`config.mk`:
```
export PLATFORM = sky130hd
export DESIGN_NAME = uart_tx_sir
export DESIGN_NICKNAME = d
export VERILOG_FILES = /design/src/rtl/uart_tx_pkg.sv /design/src/rtl/tx_frame_seq.sv /design/src/rtl/sir_pulse_enc.sv /design/src/rtl/tx_line_out.sv /design/src/rtl/uart_tx_sir.sv
export SDC_FILE = /design/constraint.sdc
export NUM_CORES = 1
export LEC_CHECK = 0
export ABC_AREA = 1
export BUFFER_PORTS_ARGS = -buffer_cell sky130_fd_sc_hd__buf_2
export CAP_MARGIN = 5
export CORE_MARGIN = 8
export CORE_UTILIZATION = 45
export DETAILED_ROUTE_END_ITERATION = 7
export PLACE_DENSITY = 0.68
export SETUP_SLACK_MARGIN = 0.2
export SYNTH_ARGS = -nofsm -noshare
export SYNTH_HDL_FRONTEND = slang
export SYNTH_SLANG_ARGS = --single-unit
```
`constraint.sdc`:
```
create_clock -name clk -period 1.5 [get_ports clk]
set_input_delay 0.3 -clock clk [delete_from_list [all_inputs] [get_ports clk]]
set_output_delay 0.3 -clock clk [all_outputs]
set_load 0.01 [all_outputs]
```
`src/rtl/uart_tx_pkg.sv`:
```
package uart_tx_pkg;

  typedef enum logic [2:0] {
    TX_IDLE,
    TX_START,
    TX_DATA,
    TX_PAR,
    TX_STOP
  } tx_state_e;

  localparam int MIN_BITS = 5;

endpackage

```
`src/rtl/tx_frame_seq.sv`:
```
module tx_frame_seq
  import uart_tx_pkg::*;
#(
  parameter int DW  = 8,
  parameter int OVS = 16
) (
  input  logic                     clk,
  input  logic                     rst,
  input  logic                     baud_tick,
  input  logic                     fifo_empty,
  input  logic [DW-1:0]            fifo_data,
  input  logic [1:0]               len_sel,
  input  logic                     par_en,
  input  logic                     par_even,
  input  logic                     stop_sel,
  input  logic                     halt,
  output logic                     line_q,
  output logic [$clog2(OVS)-1:0]   phase,
  output logic                     fifo_pop,
  output logic                     busy,
  output logic                     tx_empty
);

  localparam int PW = $clog2(OVS);
  localparam int CW = $clog2(2 * OVS);
  localparam int LW = $clog2(DW + 1);
  localparam logic [CW-1:0] BIT_LAST  = CW'(OVS - 1);
  localparam logic [CW-1:0] HALF_LAST = CW'(OVS + OVS / 2 - 1);
  localparam logic [CW-1:0] TWO_LAST  = CW'(2 * OVS - 1);

  tx_state_e      st, st_n;
  logic [CW-1:0]  cnt, cnt_n;
  logic [DW-1:0]  sh, sh_n;
  logic [LW-1:0]  left, left_n;
  logic           line_n;
  logic           p_en, p_en_n, p_bit, p_bit_n;
  logic [CW-1:0]  stop_last, stop_last_n;
  logic           pop_q, empty_q;

  logic           can_start, load, at_end, par_raw;
  logic [DW-1:0]  mask;
  logic [PW-1:0]  ph_inc;

  assign can_start = !fifo_empty && !halt;
  assign mask      = ~({DW{1'b1}} << (MIN_BITS + int'(len_sel)));
  assign par_raw   = ^(fifo_data & mask);
  assign ph_inc    = cnt[PW-1:0] + 1'b1;
  assign at_end    = (st == TX_STOP) ? (cnt == stop_last) : (cnt == BIT_LAST);

  always_comb begin
    st_n        = st;
    cnt_n       = cnt;
    sh_n        = sh;
    left_n      = left;
    line_n      = line_q;
    p_en_n      = p_en;
    p_bit_n     = p_bit;
    stop_last_n = stop_last;
    load        = 1'b0;
    if (baud_tick) begin
      if (st == TX_IDLE) begin
        if (can_start) load = 1'b1;
        else           cnt_n = CW'(ph_inc);
      end else if (!at_end) begin
        cnt_n = cnt + 1'b1;
      end else begin
        cnt_n = '0;
        if (st == TX_START) begin
          st_n   = TX_DATA;
          line_n = sh[0];
          sh_n   = sh >> 1;
          left_n = left - 1'b1;
        end else if (st == TX_DATA) begin
          if (left == '0) begin
            st_n   = p_en ? TX_PAR : TX_STOP;
            line_n = p_en ? p_bit : 1'b1;
          end else begin
            line_n = sh[0];
            sh_n   = sh >> 1;
            left_n = left - 1'b1;
          end
        end else if (st == TX_PAR) begin
          st_n   = TX_STOP;
          line_n = 1'b1;
        end else begin
          if (can_start) load = 1'b1;
          else           st_n = TX_IDLE;
        end
      end
    end
    if (load) begin
      st_n        = TX_START;
      cnt_n       = '0;
      line_n      = 1'b0;
      sh_n        = fifo_data;
      left_n      = LW'(MIN_BITS) + LW'(len_sel);
      p_en_n      = par_en;
      p_bit_n     = par_even ? par_raw : ~par_raw;
      stop_last_n = !stop_sel ? BIT_LAST : ((len_sel == 2'b00) ? HALF_LAST : TWO_LAST);
    end
  end

  always_ff @(posedge clk) begin
    if (rst) begin
      st        <= TX_IDLE;
      cnt       <= '0;
      sh        <= '0;
      left      <= '0;
      line_q    <= 1'b1;
      p_en      <= 1'b0;
      p_bit     <= 1'b0;
      stop_last <= BIT_LAST;
      pop_q     <= 1'b0;
      empty_q   <= 1'b1;
    end else begin
      st        <= st_n;
      cnt       <= cnt_n;
      sh        <= sh_n;
      left      <= left_n;
      line_q    <= line_n;
      p_en      <= p_en_n;
      p_bit     <= p_bit_n;
      stop_last <= stop_last_n;
      pop_q     <= load;
      empty_q   <= fifo_empty && (st_n == TX_IDLE);
    end
  end

  assign phase    = cnt[PW-1:0];
  assign fifo_pop = pop_q;
  assign busy     = (st != TX_IDLE);
  assign tx_empty = empty_q;


  line_on_tick_chk: assert property (@(posedge clk) disable iff (rst)
    !baud_tick |=> $stable(line_q));


  pop_single_chk: assert property (@(posedge clk) disable iff (rst)
    fifo_pop |=> !fifo_pop);


  busy_not_empty_chk: assert property (@(posedge clk) disable iff (rst)
    busy |-> !tx_empty);


  halt_holds_idle_chk: assert property (@(posedge clk) disable iff (rst)
    (st == TX_IDLE && halt) |=> (st == TX_IDLE));

endmodule

```
`src/rtl/sir_pulse_enc.sv`:
```
module sir_pulse_enc #(
  parameter int OVS   = 16,
  parameter int PULSE = 3
) (
  input  logic                   clk,
  input  logic                   rst,
  input  logic                   baud_tick,
  input  logic                   bit_val,
  input  logic [$clog2(OVS)-1:0] phase,
  output logic                   pulse
);

  localparam int PW = $clog2(OVS);
  localparam int LW = $clog2(PULSE + 2);

  always_ff @(posedge clk) begin
    if (rst) pulse <= 1'b0;
    else     pulse <= !bit_val && (phase < PW'(PULSE));
  end

  logic [LW-1:0] plen;
  always_ff @(posedge clk) begin
    if (rst || !pulse)  plen <= '0;
    else if (baud_tick) plen <= plen + 1'b1;
  end


  pulse_width_chk: assert property (@(posedge clk) disable iff (rst)
    pulse |-> (plen <= LW'(PULSE)));

endmodule

```
`src/rtl/tx_line_out.sv`:
```
module tx_line_out (
  input  logic clk,
  input  logic rst,
  input  logic line,
  input  logic pulse,
  input  logic brk,
  input  logic sir_en,
  input  logic loopback,
  output logic ser_out,
  output logic sir_out_n,
  output logic loop_out
);

  always_ff @(posedge clk) begin
    if (rst) begin
      ser_out   <= 1'b1;
      sir_out_n <= 1'b1;
      loop_out  <= 1'b1;
    end else begin
      ser_out   <= loopback ? 1'b1 : (brk ? 1'b0 : (sir_en ? 1'b1 : line));
      sir_out_n <= loopback ? ~brk : (sir_en ? ~pulse : 1'b1);
      loop_out  <= loopback ? (line & ~brk) : 1'b1;
    end
  end


  brk_low_chk: assert property (@(posedge clk) disable iff (rst)
    (brk && !loopback) |=> !ser_out);


  loop_quiet_chk: assert property (@(posedge clk) disable iff (rst)
    loopback |=> ser_out);


  sir_quiet_ser_chk: assert property (@(posedge clk) disable iff (rst)
    (sir_en && !brk && !loopback) |=> ser_out);

endmodule

```
`src/rtl/uart_tx_sir.sv`:
```
module uart_tx_sir #(
  parameter int DW        = 8,
  parameter int OVS       = 16,
  parameter int SIR_PULSE = 3
) (
  input  logic          clk,
  input  logic          rst,
  input  logic          baud_tick,
  input  logic          fifo_empty,
  input  logic [DW-1:0] fifo_data,
  input  logic [1:0]    len_sel,
  input  logic          par_en,
  input  logic          par_even,
  input  logic          stop_sel,
  input  logic          brk,
  input  logic          sir_en,
  input  logic          loopback,
  input  logic          halt,
  output logic          ser_out,
  output logic          sir_out_n,
  output logic          loop_out,
  output logic          fifo_pop,
  output logic          busy,
  output logic          tx_empty
);

  localparam int PW = $clog2(OVS);

  logic          line;
  logic [PW-1:0] phase;
  logic          pulse;

  tx_frame_seq #(.DW(DW), .OVS(OVS)) u_seq (
    .clk        (clk),
    .rst        (rst),
    .baud_tick  (baud_tick),
    .fifo_empty (fifo_empty),
    .fifo_data  (fifo_data),
    .len_sel    (len_sel),
    .par_en     (par_en),
    .par_even   (par_even),
    .stop_sel   (stop_sel),
    .halt       (halt),
    .line_q     (line),
    .phase      (phase),
    .fifo_pop   (fifo_pop),
    .busy       (busy),
    .tx_empty   (tx_empty)
  );

  sir_pulse_enc #(.OVS(OVS), .PULSE(SIR_PULSE)) u_sir (
    .clk       (clk),
    .rst       (rst),
    .baud_tick (baud_tick),
    .bit_val   (line & ~brk),
    .phase     (phase),
    .pulse     (pulse)
  );

  tx_line_out u_out (
    .clk       (clk),
    .rst       (rst),
    .line      (line),
    .pulse     (pulse),
    .brk       (brk),
    .sir_en    (sir_en),
    .loopback  (loopback),
    .ser_out   (ser_out),
    .sir_out_n (sir_out_n),
    .loop_out  (loop_out)
  );

endmodule

```
==> results.ini, run 1 <==
[run_status]
status=complete, but fails checks
failed_checks=negative setup slack

[finish]
multiInputGateArea_sq_um=1230
seq_area_sq_um=632
stdcell_area_sq_um=2610
nFillCells=369
synthToLayoutAreaGrowth_pct=38.6
nets=386
drive_gt1_share_pct=35.0
diodes=0

[hold_path]
holdCritPathClass=in2reg
whs_path_depth=2

[drt]
viasPerCell=4.87
wl_per_cell_um=11.8
drt_iter0_drc=109
drt-total-wl_um=4830
ant_nets=0
drt_pass1_iterations=4
post-route-drc-count=0
vias=1995

[timing]
worst_pin_slew_ns=0.383
period_share_pct=114
hold_viol_final=0
fin_ws_ns=-0.209
timing.final.crit_period_ns=1.71
grt_setup_unrepaired=true
drv_slew=0
tns_ns=-3.06
setup_viol=23
finClkSkew_ns=0.00756
slew_headroom_pct=74.4
max_freq_ghz=0.585

[cts]
clk_latency_ns=0.29
cts_buffer_depth=2
cts_hold_buf=0
cts_sinks=31
cts_made_buffers=5
cts_tree=yes
clk_pin_slew_ns=0.07
cts_max_level=2
root_buffer=clkbuf_8

[placement]
placed_cell_area_sq_um=2380
dpl.hpwl_um=3450
port_buffers=26
gp_congestion=0.877

[synth]
yosys_warnings=0
syn-num-nets=315
synth_cell_types=32
ys_ff_latch=31
synth_area_sq_um=1880
synth.avg_cell_area_sq_um=6.54
ys_async_sr_fraction_pct=0
seq_area_frac_synth_pct=32.9
synth_cells=288
synth_edf_count=0
ys.flop_type=dfxtp_1

[floorplanning]
fp.dieH_um=80.7
pin_count=27
coreArea_sq_um=4030
die_area_sq_um=6510
die_x_um=80.7
num_rows=23
start_util_pct=46.8

[setup_path]
criticalPathCategory=reg2reg
worst_path_most_repeated_cell=buf_4
path_delay_family=simple AND/OR/NAND/NOR gates
reg2reg_depth=10
cp_slowest_cell=dfxtp_4
cp.required_ns=1.68
end_kind=flop
cp_max_fo=5
path_depth=10
critical_path.cell_chain=nor2_4 > buf_4 > nand2_2 > inv_2 > nand2_4 > o21ai_4 > buf_4 > nand3_1 > nand2_1 > nor2_1
critPathArrivalTime_ns=1.89
critPathLaunchType=flop
worst-path-buf-inv=3
crit_path_max_incr_delay_ns=0.36

[power]
swShare_pct=29.0
peakVddDrop_uv=515
clkPwrFrac_pct=33.6
power_density_nw_per_um2=732
pwr-share-comb_pct=21.2
p_leak_nw=1.36
net-switching-power_mw=0.553
p_seq_share_pct=45.2
total_power_mw=1.91
p_int_mw=1.36

[global_routing]
track_usage_pct=15.7
grt_overflow=0
grt_first_pass_wirelength_um=8200
antenna_found_initial=0
grt_max_degree=23
grt_pass1_vias=1882

[flow_run]
cap_violations=0

cell usage after synthesis, drive strengths merged (4+ instances only):
| master | n | area [sq um] |
|---|---|---|
| ha | 6 | 75.1 |
| xor2 | 6 | 52.6 |
| nor2 | 46 | 193 |
| nand3 | 21 | 110 |
| inv | 35 | 131 |
| xnor2 | 4 | 35.0 |
| o21ai | 14 | 85.1 |
| buf | 8 | 55.1 |
| nand4 | 6 | 37.5 |
| nand2 | 95 | 377 |
| a21oi | 8 | 51.3 |
| dfxtp | 31 | 621 |
registers in the layout, indices dropped and copies added (netlist names), 2 cells and up:
| signal | cells |
|---|---|
| u_seq.sh | 8 |
| u_seq.cnt | 5 |
| u_seq.left | 4 |
| u_seq.st | 3 |
| u_seq.stop_last | 2 |
power by group through the flow:
| stage | sequential, mW | combinational (mW) | clock [mW] |
|---|---|---|---|
| 2_1_floorplan | 0.886 | 0.205 | 0 |
| 3_3_place_gp | 0.882 | 0.357 | 0 |
| 3_5_place_dp | 0.883 | 0.362 | 0 |
| 4_1_cts | 0.863 | 0.375 | 0.653 |
| 5_1_grt | 0.866 | 0.450 | 0.690 |
| 6_report | 0.864 | 0.406 | 0.642 |
stage by stage:
stage / instances / utilization (%) / hold slack, ns / setup WS, ns
after floorplan: 288 / - / 0.362 / -0.0245
after global placement: 396 / 59.2 / 0.450 / -0.109
after detailed placement: 396 / 59.2 / 0.439 / -0.133
after CTS: 405 / 62.4 / 0.188 / -0.106
after global routing: 410 / 64.8 / 0.200 / -0.304
final: 410 / 64.8 / 0.194 / -0.209
kinds of logic after synthesis:
logic type	count (synthesis)	share of synthesized area, %
compound gates	27	9.30
fa+ha+maj	6	3.98
buf+inv	43	9.89
flops	31	32.9
xor+xnor	10	4.65
simple gates	171	39.2
cell usage in the layout, fill, tap and decap left out, types with 2 or more instances in the layout:
cell type	n
buf_4	41
inv_1	28
nand3_4	2
ha_1	5
nor2_4	3
xor2_1	6
o21ai_1	5
dfxtp_4	2
nand4_1	6
nand2_1	83
o21ai_0	6
a21oi_1	6
clkbuf_1	2
clkbuf_8	5
nand2_2	9
o21ai_4	2
buf_2	26
nor2_1	38
dfxtp_2	3
nand3_2	6
nor2_2	5
nand2_4	5
nand3_1	13
xnor2_1	4
dfxtp_1	26
inv_2	6
layer usage:
metal | GRT usage [%] | routed length [um]
met5 | 0 | 0
met3 | 3.46 | 238
met2 | 26.2 | 2320
met1 | 18.9 | 2170
met4 | 6.43 | 99
final cells by class:
cell class                      count  share of cell area (%)
Inverter                           35                    5.12
Clock buffer                        7                    2.92
Timing Repair Buffer               69                    18.0
Tap cell                           50                    2.39
Clock inverter                      1                   0.192
Sequential cell                    31                    24.2
Multi-Input combinational cell    217                    47.2
path summary, 6_finish.rpt:
path                     startpoint                          to  slack (ns)
min reg2reg  u_sir.pulse$_SDFF_PP0_  u_out.sir_out_n$_SDFF_PP1_        0.44
max reg2reg  u_seq.st[1]$_SDFF_PP0_    u_seq.sh[7]$_SDFFE_PP0P_       -0.21
min                             brk  u_out.sir_out_n$_SDFF_PP1_        0.19
max          u_seq.st[1]$_SDFF_PP0_    u_seq.sh[7]$_SDFFE_PP0P_       -0.21
timing repair:
action | 4_1_cts | 5_1_grt
setup buffers | 1 | 2
endpoints found under the setup margin | 28 | 28
pin swaps | 3 | 4
cloned | 0 | 3
resized for setup | 10 | 17
No activity file was read; power rests on OpenSTA's default activity.
==> inputs of run 2 (changes only) <==
- GPL_TIMING_DRIVEN: not set -> 0
- TNS_END_PERCENT: not set -> 10
==> run 2 against run 1 <==
Effect of this change: the run still ends with negative setup slack left; sequential power is essentially flat; global-route usage shrank 0.49 points; flip-flop and latch count is the same; die area is the same; routed wire length shrank 2.2%; critical path depth grew 3; register-to-register slack gained 0.02 ns; first-iteration DRC count shrank 33%; non-clock buffer count shrank 25; clock skew shrank 0.0012 ns; largest power group is now clock; clock power grew 36%; hold slack lost 0.0067 ns.
==> results.ini, run 2 (synthesis gave the netlist of run 1 again) <==
[finish]
drive_gt1_share_pct=27.7  ; was 35.0%
synthToLayoutAreaGrowth_pct=27.2  ; was 38.6%
largest_register=u_seq.sh  ; unchanged
fin_cells=382  ; was 410
stdcell_area_sq_um=2400  ; was 2610 sq um
final_cell_mix=nand2_1 (87), nor2_1 (38), inv_1 (28), buf_2 (28), dfxtp_1 (26)  ; was nand2_1 (83), buf_4 (41), nor2_1 (38), inv_1 (28)
diodes=0  ; unchanged
biggestRegsByFlops=u_seq.sh x8, u_seq.cnt x5, u_seq.left x4  ; unchanged
nets=358  ; was 386
largest_reg_flops=8  ; unchanged
layout_commonest_cell=nand2_1  ; unchanged

[global_routing]
grt_pass1_vias=1782  ; was 1882
grt_first_pass_wirelength_um=7810  ; was 8200 um
grt_overflow=0  ; unchanged
antenna_found_initial=0  ; unchanged
grt_max_degree=11  ; was 23
grtUsageMet2_pct=25.4  ; was 26.2%
track_usage_pct=15.2  ; was 15.7%
grtUsageMet3_pct=4.91  ; was 3.46%
grtUsageMet1_pct=17.7  ; was 18.9%
globalRoute.busiestLayer=met2  ; unchanged

[cts]
clk_latency_ns=0.29  ; about the same
cts_hold_buf=0  ; unchanged
clk_pin_slew_ns=0.07  ; about the same
cts_buffer_depth=2  ; unchanged
cts_tree=yes  ; unchanged
cts_sinks=31  ; unchanged
cts_max_level=2  ; unchanged
root_buffer=clkbuf_8  ; unchanged
cts_made_buffers=5  ; unchanged

[timing]
drv_slew=0  ; unchanged
grt_setup_unrepaired=true  ; unchanged
hold_viol_final=0  ; unchanged
tns_ns=-2.85  ; was -3.06 ns
fin_ws_ns=-0.187  ; was -0.209 ns
max_freq_ghz=0.593  ; was 0.585 GHz
period_share_pct=112  ; was 114%
worst_pin_slew_ns=0.350  ; was 0.383 ns
slew_headroom_pct=76.6  ; was 74.4%
setup_viol=26  ; was 23
finClkSkew_ns=0.00636  ; was 0.00756 ns
timing.final.crit_period_ns=1.69  ; was 1.71 ns

[floorplanning]
fp.dieH_um=80.7  ; unchanged
die_area_sq_um=6510  ; unchanged
coreArea_sq_um=4030  ; unchanged
num_rows=23  ; unchanged
start_util_pct=46.8  ; unchanged
die_x_um=80.7  ; unchanged
pin_count=27  ; unchanged

[setup_path]
cp_slowest_cell=dfxtp_4  ; unchanged
critPathArrivalTime_ns=1.87  ; was 1.89 ns
cp_max_fo=10  ; was 5
crit_path_max_incr_delay_ns=0.37  ; was 0.36 ns
reg2reg_depth=13  ; was 10
criticalPathCategory=reg2reg  ; unchanged
critPathLaunchType=flop  ; unchanged
end_kind=flop  ; unchanged
critical_path.cell_chain=nor2_4 > nand3_2 > nand2_2 > inv_2 > nor2_4 > nand3_4 > nand2_2 > nand2_4 > o21ai_4 > nand2_4 > buf_6 > nor2_1 > nor2_1  ; was nor2_4 > buf_4 > nand2_2 > inv_2 > nand2_4 > o21ai_4 > buf_4 > nand3_1 > nand2_1 > nor2_1
cp.required_ns=1.69  ; was 1.68 ns

[hold_path]
whs_path_depth=2  ; unchanged
holdCritPathClass=in2reg  ; unchanged

[placement]
port_buffers=26  ; unchanged
dpl.hpwl_um=3250  ; was 3450 um
gp_congestion=0.898  ; was 0.877
pre_cts_ws_ns=-0.351  ; was -0.133 ns
dp.cells=364  ; was 396
placed_cell_area_sq_um=2100  ; was 2380 sq um

[run_status]
failed_checks=negative setup slack  ; unchanged
status=complete, but fails checks  ; unchanged

[drt]
drt_iter0_drc=73  ; was 109
drt-total-wl_um=4730  ; was 4830 um
post-route-drc-count=0  ; unchanged
wl_per_cell_um=12.4  ; was 11.8 um
ant_nets=0  ; unchanged
viasPerCell=4.93  ; was 4.87
vias=1885  ; was 1995
drt_pass1_iterations=4  ; unchanged

[power]
p_leak_nw=1.24  ; was 1.36 nW
net-switching-power_mw=0.545  ; was 0.553 mW
p_seq_share_pct=42.1  ; was 45.2%
clkPwrFrac_pct=42.4  ; was 33.6%
peakVddDrop_uv=464  ; was 515 uV
total_power_mw=2.06  ; was 1.91 mW
power_density_nw_per_um2=860  ; was 732 nW/um^2
p_int_mw=1.52  ; was 1.36 mW
pwr-share-comb_pct=15.6  ; was 21.2%
swShare_pct=26.4  ; was 29.0%

[flow_run]
cap_violations=0  ; unchanged

[run 2: changes by cell type in the layout (fill, tap and decap cells not counted), sizes merged]
cell,delta
clkbuf,-1
nand2,-3
bufinv,+1
buf,-25
[run 2: worst max-delay path, delay by kind of cell, from the launching register on]
family	cells	cell delay, ns
simple gates	10	0.91
flops	1	0.37
buf+inv	2	0.20
compound gates	1	0.08
[run 2: layout make-up]
| type | count | area [sq um] |
|---|---|---|
| Fill cell | 376 | 1630 |
| Multi-Input combinational cell | 214 | 1160 |
| Sequential cell | 31 | 632 |
| Timing Repair Buffer | 36 | 213 |
| Inverter | 35 | 134 |
| Clock buffer | 6 | 82.6 |
| Buffer | 8 | 73.8 |
| Tap cell | 50 | 62.6 |
| Clock inverter | 2 | 35.0 |
[run 2: final timing paths]
check	from	end	slack (ns)
setup reg to reg	u_seq.st[1]$_SDFF_PP0_	u_seq.sh[1]$_SDFFE_PP0P_	-0.19
setup / recovery	u_seq.st[1]$_SDFF_PP0_	u_seq.sh[1]$_SDFFE_PP0P_	-0.19
hold / removal	brk	u_out.sir_out_n$_SDFF_PP1_	0.19
hold reg to reg	u_sir.pulse$_SDFF_PP0_	u_out.sir_out_n$_SDFF_PP1_	0.46
[run 2: layer usage]
metal	part of all wire (%)	up-vias
met5	0	-
met4	2.1	0
met3	5.7	10
met2	47	43
met1	46	846
li1	-	986
[run 2: per-stage QoR]
step	hold slack, ns	util (%)
final	0.187	59.5
after global routing	0.184	59.5
after CTS	0.181	57.3
after detailed placement	0.456	52.2
after global placement	0.447	52.2
after floorplan	0.363	-
[run 2: what timing repair did]
| item | in CTS | in global routing |
|---|---|---|
| setup endpoints to repair | 28 | 28 |
| gates resized for setup | 14 | 17 |
| endpoints found under the hold margin | 0 | 0 |
| gates cloned | 1 | 0 |
| setup buffers | 5 | 4 |
| pin swaps | 5 | 5 |
[run 2: power groups by stage]
stage / Clock (mW) / Sequential [mW] / Combinational [mW]
2_1_floorplan: 0 / 0.886 / 0.197
3_3_place_gp: 0 / 0.885 / 0.286
3_5_place_dp: 0 / 0.886 / 0.289
4_1_cts: 0.896 / 0.866 / 0.306
5_1_grt: 0.929 / 0.870 / 0.359
6_report: 0.873 / 0.867 / 0.321
